--- config.mk ---
export PLATFORM = sky130hd
export DESIGN_NAME = chain_adc_port
export DESIGN_NICKNAME = d
export VERILOG_FILES = /design/src/rtl/chain_port_pkg.sv /design/src/rtl/cpt_sync_edge.sv /design/src/rtl/cpt_conv_timer.sv /design/src/rtl/cpt_chain_shreg.sv /design/src/rtl/chain_adc_port.sv
export SDC_FILE = /design/constraint.sdc
export NUM_CORES = 1
export LEC_CHECK = 0
export ABC_AREA = 1
export BUFFER_PORTS_ARGS = -buffer_cell sky130_fd_sc_hd__buf_2
export CAP_MARGIN = 25
export CORE_UTILIZATION = 47
export CTS_CLUSTER_DIAMETER = 30
export DETAILED_ROUTE_END_ITERATION = 12
export GPL_ROUTABILITY_DRIVEN = 0
export MAX_ROUTING_LAYER = met4
export PLACE_DENSITY = 0.67
export REMOVE_ABC_BUFFERS = 1
export SLEW_MARGIN = 20
export SYNTH_ARGS = -nofsm -noshare
export SYNTH_HDL_FRONTEND = slang
export SYNTH_SLANG_ARGS = --single-unit
--- constraint.sdc ---
create_clock -name clk -period 3.45 [get_ports clk]
set_input_delay 0.1725 -clock clk [delete_from_list [all_inputs] [get_ports clk]]
set_output_delay 0.1725 -clock clk [all_outputs]
set_load 0.01 [all_outputs]
--- src/rtl/chain_port_pkg.sv ---
package chain_port_pkg;
    typedef enum logic [1:0] {
        ST_IDLE = 2'd0,
        ST_CONV = 2'd1,
        ST_READ = 2'd2
    } port_state_e;
endpackage

--- src/rtl/cpt_sync_edge.sv ---
// Multi-bit synchronizer followed by rise/fall detection on the settled level.
module cpt_sync_edge #(
    parameter int N      = 3,
    parameter int STAGES = 2
) (
    input  logic         clk,
    input  logic         rst_n,
    input  logic [N-1:0] async_i,
    output logic [N-1:0] level_o,
    output logic [N-1:0] rise_o,
    output logic [N-1:0] fall_o
);
    typedef struct packed {
        logic [STAGES-1:0][N-1:0] pipe;
        logic [N-1:0]             prev;
    } se_t;

    se_t se_d, se_q;

    always_comb begin
        se_d         = se_q;
        se_d.pipe[0] = async_i;
        for (int s = 1; s < STAGES; s++) begin
            se_d.pipe[s] = se_q.pipe[s-1];
        end
        se_d.prev = se_q.pipe[STAGES-1];
    end

    always_ff @(posedge clk or negedge rst_n) begin
        if (!rst_n) se_q <= '0;
        else        se_q <= se_d;
    end

    assign level_o = se_q.pipe[STAGES-1];

    for (genvar i = 0; i < N; i++) begin : g_edge
        assign rise_o[i] =  level_o[i] & ~se_q.prev[i];
        assign fall_o[i] = ~level_o[i] &  se_q.prev[i];
    end
endmodule

--- src/rtl/cpt_conv_timer.sv ---
// Down-counter modelling conversion time; done_o marks the last cycle.
module cpt_conv_timer #(
    parameter int CYCLES = 40,
    localparam int CW    = (CYCLES > 1) ? $clog2(CYCLES) : 1
) (
    input  logic clk,
    input  logic rst_n,
    input  logic start_i,
    input  logic abort_i,
    output logic busy_o,
    output logic done_o
);
    typedef struct packed {
        logic          busy;
        logic [CW-1:0] cnt;
    } tmr_t;

    tmr_t t_d, t_q;

    always_comb begin
        t_d = t_q;
        if (abort_i) begin
            t_d.busy = 1'b0;
        end else if (start_i) begin
            t_d.busy = 1'b1;
            t_d.cnt  = CW'(CYCLES - 1);
        end else if (t_q.busy) begin
            if (t_q.cnt == '0) t_d.busy = 1'b0;
            else               t_d.cnt  = t_q.cnt - 1'b1;
        end
    end

    always_ff @(posedge clk or negedge rst_n) begin
        if (!rst_n) t_q <= '0;
        else        t_q <= t_d;
    end

    assign busy_o = t_q.busy;
    assign done_o = t_q.busy && (t_q.cnt == '0);

    // once running, the timer must reach zero before going idle unless aborted
    assert_timer_runs_out_R4: assert property (@(posedge clk) disable iff (!rst_n)
        (t_q.busy && t_q.cnt != '0 && !abort_i) |=> t_q.busy);
endmodule

--- src/rtl/cpt_chain_shreg.sv ---
// Output shift register: parallel load, serial shift toward the MSB, serial in at LSB.
module cpt_chain_shreg #(
    parameter int W = 16
) (
    input  logic         clk,
    input  logic         rst_n,
    input  logic         load_i,
    input  logic [W-1:0] word_i,
    input  logic         shift_i,
    input  logic         sin_i,
    output logic         msb_o
);
    typedef struct packed {
        logic [W-1:0] data;
    } sr_t;

    sr_t sr_d, sr_q;

    always_comb begin
        sr_d = sr_q;
        if (load_i)       sr_d.data = word_i;
        else if (shift_i) sr_d.data = {sr_q.data[W-2:0], sin_i};
    end

    always_ff @(posedge clk or negedge rst_n) begin
        if (!rst_n) sr_q <= '0;
        else        sr_q <= sr_d;
    end

    assign msb_o = sr_q.data[W-1];

    // a shift brings the next-lower bit to the output
    assert_shift_order_R6: assert property (@(posedge clk) disable iff (!rst_n)
        (shift_i && !load_i) |=> msb_o == $past(sr_q.data[W-2]));

    // with neither load nor shift the output bit holds
    assert_idle_hold_R8: assert property (@(posedge clk) disable iff (!rst_n)
        (!shift_i && !load_i) |=> $stable(msb_o));
endmodule

--- src/rtl/chain_adc_port.sv ---
module chain_adc_port
    import chain_port_pkg::*;
#(
    parameter int WORD_W      = 16,
    parameter int CONV_CYCLES = 40,
    parameter int SYNC_STAGES = 2
) (
    input  logic              clk,
    input  logic              rst_n,
    input  logic              cnv_i,
    input  logic              sck_i,
    input  logic              sdi_i,
    input  logic [WORD_W-1:0] result_i,
    output logic              sdo_o,
    output logic              acq_o
);
    localparam int IDX_CNV = 0;
    localparam int IDX_SCK = 1;
    localparam int IDX_SDI = 2;
    localparam int NSIG    = 3;
    localparam int LW      = $clog2(CONV_CYCLES + 1);

    logic [NSIG-1:0] lvl, rise, fall;

    cpt_sync_edge #(.N(NSIG), .STAGES(SYNC_STAGES)) u_sync (
        .clk     (clk),
        .rst_n   (rst_n),
        .async_i ({sdi_i, sck_i, cnv_i}),
        .level_o (lvl),
        .rise_o  (rise),
        .fall_o  (fall)
    );

    logic cnv_lvl, cnv_rise, sck_lvl, sck_fall, sdi_lvl;
    assign cnv_lvl  = lvl[IDX_CNV];
    assign cnv_rise = rise[IDX_CNV];
    assign sck_lvl  = lvl[IDX_SCK];
    assign sck_fall = fall[IDX_SCK];
    assign sdi_lvl  = lvl[IDX_SDI];

    typedef struct packed {
        port_state_e state;
    } ctl_t;

    ctl_t ctl_d, ctl_q;
    logic tmr_start, tmr_abort, tmr_busy, tmr_done;
    logic sh_load, sh_shift, sh_msb;

    always_comb begin
        ctl_d     = ctl_q;
        tmr_start = 1'b0;
        tmr_abort = 1'b0;
        sh_load   = 1'b0;
        sh_shift  = 1'b0;
        unique case (ctl_q.state)
            ST_IDLE: begin
                if (cnv_rise && !sck_lvl) begin
                    tmr_start   = 1'b1;
                    ctl_d.state = ST_CONV;
                end
            end
            ST_CONV: begin
                if (!cnv_lvl) begin
                    tmr_abort   = 1'b1;
                    ctl_d.state = ST_IDLE;
                end else if (tmr_done) begin
                    sh_load     = 1'b1;
                    ctl_d.state = ST_READ;
                end
            end
            ST_READ: begin
                if (!cnv_lvl)      ctl_d.state = ST_IDLE;
                else if (sck_fall) sh_shift    = 1'b1;
            end
            default: ctl_d.state = ST_IDLE;
        endcase
    end

    always_ff @(posedge clk or negedge rst_n) begin
        if (!rst_n) ctl_q <= '{state: ST_IDLE};
        else        ctl_q <= ctl_d;
    end

    cpt_conv_timer #(.CYCLES(CONV_CYCLES)) u_timer (
        .clk     (clk),
        .rst_n   (rst_n),
        .start_i (tmr_start),
        .abort_i (tmr_abort),
        .busy_o  (tmr_busy),
        .done_o  (tmr_done)
    );

    cpt_chain_shreg #(.W(WORD_W)) u_shreg (
        .clk     (clk),
        .rst_n   (rst_n),
        .load_i  (sh_load),
        .word_i  (result_i),
        .shift_i (sh_shift),
        .sin_i   (sdi_lvl),
        .msb_o   (sh_msb)
    );

    assign acq_o = (ctl_q.state == ST_READ);
    assign sdo_o = acq_o & sh_msb;

    // Cycle count spent in conversion, used only by the R4 property
    logic [LW-1:0] conv_len_q;
    always_ff @(posedge clk or negedge rst_n) begin
        if (!rst_n)                     conv_len_q <= '0;
        else if (ctl_q.state == ST_CONV) conv_len_q <= conv_len_q + 1'b1;
        else                            conv_len_q <= '0;
    end

    assert_sdo_low_strobe_low_R2: assert property (@(posedge clk) disable iff (!rst_n)
        !cnv_lvl |=> !sdo_o);

    assert_no_start_sck_high_R3: assert property (@(posedge clk) disable iff (!rst_n)
        (ctl_q.state == ST_IDLE && sck_lvl) |=> ctl_q.state != ST_CONV);

    assert_conv_length_R4: assert property (@(posedge clk) disable iff (!rst_n)
        (ctl_q.state == ST_CONV && tmr_done) |-> conv_len_q == LW'(CONV_CYCLES - 1));

    assert_timer_matches_state_R4: assert property (@(posedge clk) disable iff (!rst_n)
        (ctl_q.state != ST_CONV) |-> !tmr_busy);

    assert_msb_on_done_R5: assert property (@(posedge clk) disable iff (!rst_n)
        (ctl_q.state == ST_CONV && tmr_done && cnv_lvl) |=>
            (acq_o && sdo_o == $past(result_i[WORD_W-1])));

    assert_flag_drops_R9: assert property (@(posedge clk) disable iff (!rst_n)
        !cnv_lvl |=> !acq_o);

    assert_sdo_steady_R10: assert property (@(posedge clk) disable iff (!rst_n)
        (acq_o && cnv_lvl && !sck_fall) |=> $stable(sdo_o));
endmodule

==> results summary <==
The total net switching power is 0.482 mW. The final count of pins violating max slew was 0. In this design, the largest share of critical-path delay is due to simple AND/OR/NAND/NOR gates. The number of top-level pins came out at 23. The initial antenna violation count came to 0.

For the pin with the worst max-slew slack, the measured transition is 732 ps. The total number of H-tree levels came out at 2. Compared with the post-synthesis result, the final layout area differs by 16.2%.

The remaining max-slew budget at the tightest pin is 51.2%. The final count of negative-setup-slack endpoints is 0. Wires add up to 2990 um. The total global-route track usage is 18.4%. The clock group share of total power came out at 26.0%. The total instance count after detailed placement is 241. The number of diodes added for antenna fixing came out at 0. After routing, the total negative slack on setup checks comes to 0 ps.

Setup repair after global routing left no endpoint under its margin. The average detailed-routed wire length per instance is 11.8 um. The number of DRC markers in iteration 0 is 69. The via total after detailed routing came out at 1273. The worst setup path is launched from a flip-flop.

Summing every instance area after synthesis gives 0.00165 mm2. The largest net degree at the start of global routing came out at 34. The count of nets left with antenna violations once routing finished came out at 0. For this design the static power due to leakage is 0.975 nW.

The worst hold margin is 79.4 ps. The largest stage delay on the critical path is 390 ps. The fraction of the cycle the final worst path needs came out at 53.0%. The max capacitance violation total came out at 0.

The layout cell share with drive strength beyond 1 is 28.5%. In the global route stage, met3 resource usage came out at 5.67%. Fill cells in the final layout number 309. The clock net in this run drives a total of 33 sinks.

The sequential group share of total power came out at 43.5%. Dividing the detail-routed via count by the number of cells gives 5.03. The final period demand of the worst path came out at 1830 ps. Clock-pin slew was measured on the worst setup and hold paths at 100 ps. The required time of the critical path came out at 3670 ps. The largest individual stage delay along the critical path comes from the cell sky130_fd_sc_hd__dfrtp_1.

The worst-skew pair later-pin latency is 340 ps. The clock tree skew after final layout is 5.22 ps. After the last flow step, the layout net total stands at 228. The share of total power consumed by net switching is 34.9%. The combinational group share of total power is 30.5%. Post-CTS timing repair inserted 0 buffers for setup. The critical path contains buffers and inverters numbering 2 combined.

The remaining global-route overflow is 0. Walking the worst path, the cells encountered are inv_1, ha_1, inv_1, nor2_4, nand3_4, nor2_8, nand2_4, nand3_1, nand3_1. The share of synthesized area occupied by flip-flops and latches is 50.2%.

TritonCTS built the clock tree. The top achievable clock speed came out at 0.547 GHz. The global routing met1 resource utilization came out at 22.0%.

In this run the most used layer during global routing was met2. The power per cell area came out at 721 mW/mm2. The DRC violation count after routing is 0. The number of endpoints with negative hold slack in the final report is 0. The quantity of gates resized following cts came out at 0. The wire length of the first global-routing pass is 4820 um. The final instance count without filler cells came out at 253.

The capturing element type of the critical path is a flip-flop. In this run the tool buffered the top-level ports with 22 buffer cells. The count of unique library cells instantiated by Yosys came out at 21. The largest fanout of any net on the critical path is 19. The internal portion of the total power is 0.898 mW. The starting density of the core came out at 49.3%. The min-delay analysis places its worst path in the category in2reg. The mean area per synthesized cell is 9.20 um2.

In this run the standard cell core region covers 0.00334 mm2. The die is 61.2 um wide. The peak ir drop on the vdd network is 0.369 mV.

The number of synthesized register bits came out at 33. Yosys printed 0 warnings. Counting the buffers created by CTS gives 5. The flow ran to the end, and the final reports show no timing, DRC or antenna violations. The via count of the first global-routing pass is 1128. For this run, global-route usage on met2 was measured as 29.2%. Detailed placement finished with a half-perimeter wire length of 2040 um.

The floorplan step set the die height to 61.2 um. After floorplanning, the core was divided into 21 placement rows. The full die area is 0.00374 mm2.

The data arrival at the endpoint of the critical path came out at 2050 ps. The critical setup path kind is reg2reg. The synthesized instance count is 179.

The number of search-and-repair iterations in the first detailed-routing pass is 4. The cts-stage hold buffer count came out at 4. In this run the deepest clock path goes through 2 buffers.

The tree is rooted in a sky130_fd_sc_hd__clkbuf_4.
[placed cells by master (no fill, tap or decap), types with 4 or more instances in the layout]
| cell | n |
|---|---|
| sky130_fd_sc_hd__clkbuf_4 | 5 |
| sky130_fd_sc_hd__nand3_2 | 18 |
| sky130_fd_sc_hd__dfrtp_1 | 33 |
| sky130_fd_sc_hd__dlygate4sd3_1 | 4 |
| sky130_fd_sc_hd__nand2_1 | 44 |
| sky130_fd_sc_hd__nor2_1 | 7 |
| sky130_fd_sc_hd__inv_1 | 14 |
| sky130_fd_sc_hd__nand3_1 | 32 |
| sky130_fd_sc_hd__o21ai_1 | 5 |
| sky130_fd_sc_hd__buf_2 | 22 |
[state kept, by name, indices dropped and copies added, names as in the netlist]
| name | cells |
|---|---|
| u_timer.busy_o | 1 |
| ctl_q | 2 |
| u_sync.se_d | 3 |
| u_sync.se_q | 2 |
| u_shreg.sr_q | 16 |
| u_timer.t_q | 6 |
| u_sync.level_o | 3 |
[cells in the mapped netlist]
| master | number | share of area, % |
|---|---|---|
| sky130_fd_sc_hd__a21oi_1 | 1 | 0.30 |
| sky130_fd_sc_hd__nand2_4 | 1 | 0.68 |
| sky130_fd_sc_hd__inv_1 | 14 | 3.2 |
| sky130_fd_sc_hd__nand4_1 | 3 | 1.1 |
| sky130_fd_sc_hd__ha_1 | 1 | 0.76 |
| sky130_fd_sc_hd__dfrtp_1 | 33 | 50 |
| sky130_fd_sc_hd__nand2_1 | 44 | 10 |
| sky130_fd_sc_hd__o21ai_1 | 5 | 1.5 |
| sky130_fd_sc_hd__nor2_2 | 2 | 0.76 |
| sky130_fd_sc_hd__nand3_2 | 18 | 11 |
| sky130_fd_sc_hd__nor2_4 | 3 | 2.1 |
| sky130_fd_sc_hd__nand3_1 | 32 | 9.7 |
| sky130_fd_sc_hd__buf_4 | 3 | 1.4 |
| sky130_fd_sc_hd__nand3_4 | 1 | 1.1 |
| sky130_fd_sc_hd__buf_2 | 2 | 0.61 |
| sky130_fd_sc_hd__o21ai_0 | 2 | 0.61 |
| sky130_fd_sc_hd__inv_2 | 3 | 0.68 |
| sky130_fd_sc_hd__nand3b_1 | 2 | 0.91 |
| sky130_fd_sc_hd__nor2_8 | 1 | 1.2 |
| sky130_fd_sc_hd__nor2_1 | 7 | 1.6 |
| sky130_fd_sc_hd__buf_6 | 1 | 0.68 |
[worst paths after layout]
kind	from	end	slack, ps	depth (start not counted)
setup / recovery	u_timer.t_q[0]	u_shreg.sr_q[4]	1620	9
hold reg to reg	u_sync.se_d[8]	u_sync.level_o[2]	360	0
hold / removal	result_i[5]	u_shreg.sr_q[5]	80	3
max in group asynchronous	rst_n	u_timer.busy_o	2560	2
setup reg to reg	u_timer.t_q[0]	u_shreg.sr_q[4]	1620	9
min in group asynchronous	rst_n	u_sync.se_q[1]	420	2
[cell type report]
class | instances | area, um2 | area share, %
Clock buffer | 5 | 37.5 | 1.96
Sequential cell | 33 | 826 | 43.2
Timing Repair Buffer | 26 | 150 | 7.85
Multi-Input combinational cell | 123 | 713 | 37.3
Inverter | 17 | 63.8 | 3.34
Clock inverter | 3 | 65.1 | 3.40
Tap cell | 46 | 57.6 | 3.01
[power by group through the flow]
stage | Combinational, mW | Sequential [mW] | Clock [mW]
3_5_place_dp | 0.423 | 0.609 | 0
4_1_cts | 0.428 | 0.600 | 0.370
5_1_grt | 0.479 | 0.615 | 0.387
2_1_floorplan | 0.346 | 0.587 | 0
6_report | 0.421 | 0.600 | 0.359
3_3_place_gp | 0.405 | 0.604 | 0
[through the flow]
step	total power [mW]	setup WS, ps	area, um2	util [%]
2_1_floorplan	0.933	1860	1600	-
3_3_place_gp	1.01	1690	1770	53.1
3_5_place_dp	1.03	1620	1770	53.1
4_1_cts	1.40	1610	1910	57.3
5_1_grt	1.48	1420	1910	57.3
6_report	1.38	1620	1910	57.3
[metal layers]
layer,part of all wire [%],vias up
li1,-,642
met1,46,606
met2,49,19
met3,3.8,6
met4,1.5,0
met5,0,-
[worst min-delay path: cells and delay by family]
kind	cells	cell delay [ps]
buffers and inverters	1	70
AND/OR/NAND/NOR	2	140
[logic make-up (layout without fill, tap and decap cells)]
group           after synthesis  after routing  synth area share, %
fa+ha+maj                     1              1                0.760
flops                        33             33                 50.2
buf+inv                      23             51                 6.53
simple gates                114            114                 40.1
compound gates                8              8                 2.43
Power figures use the tool's default switching activity.
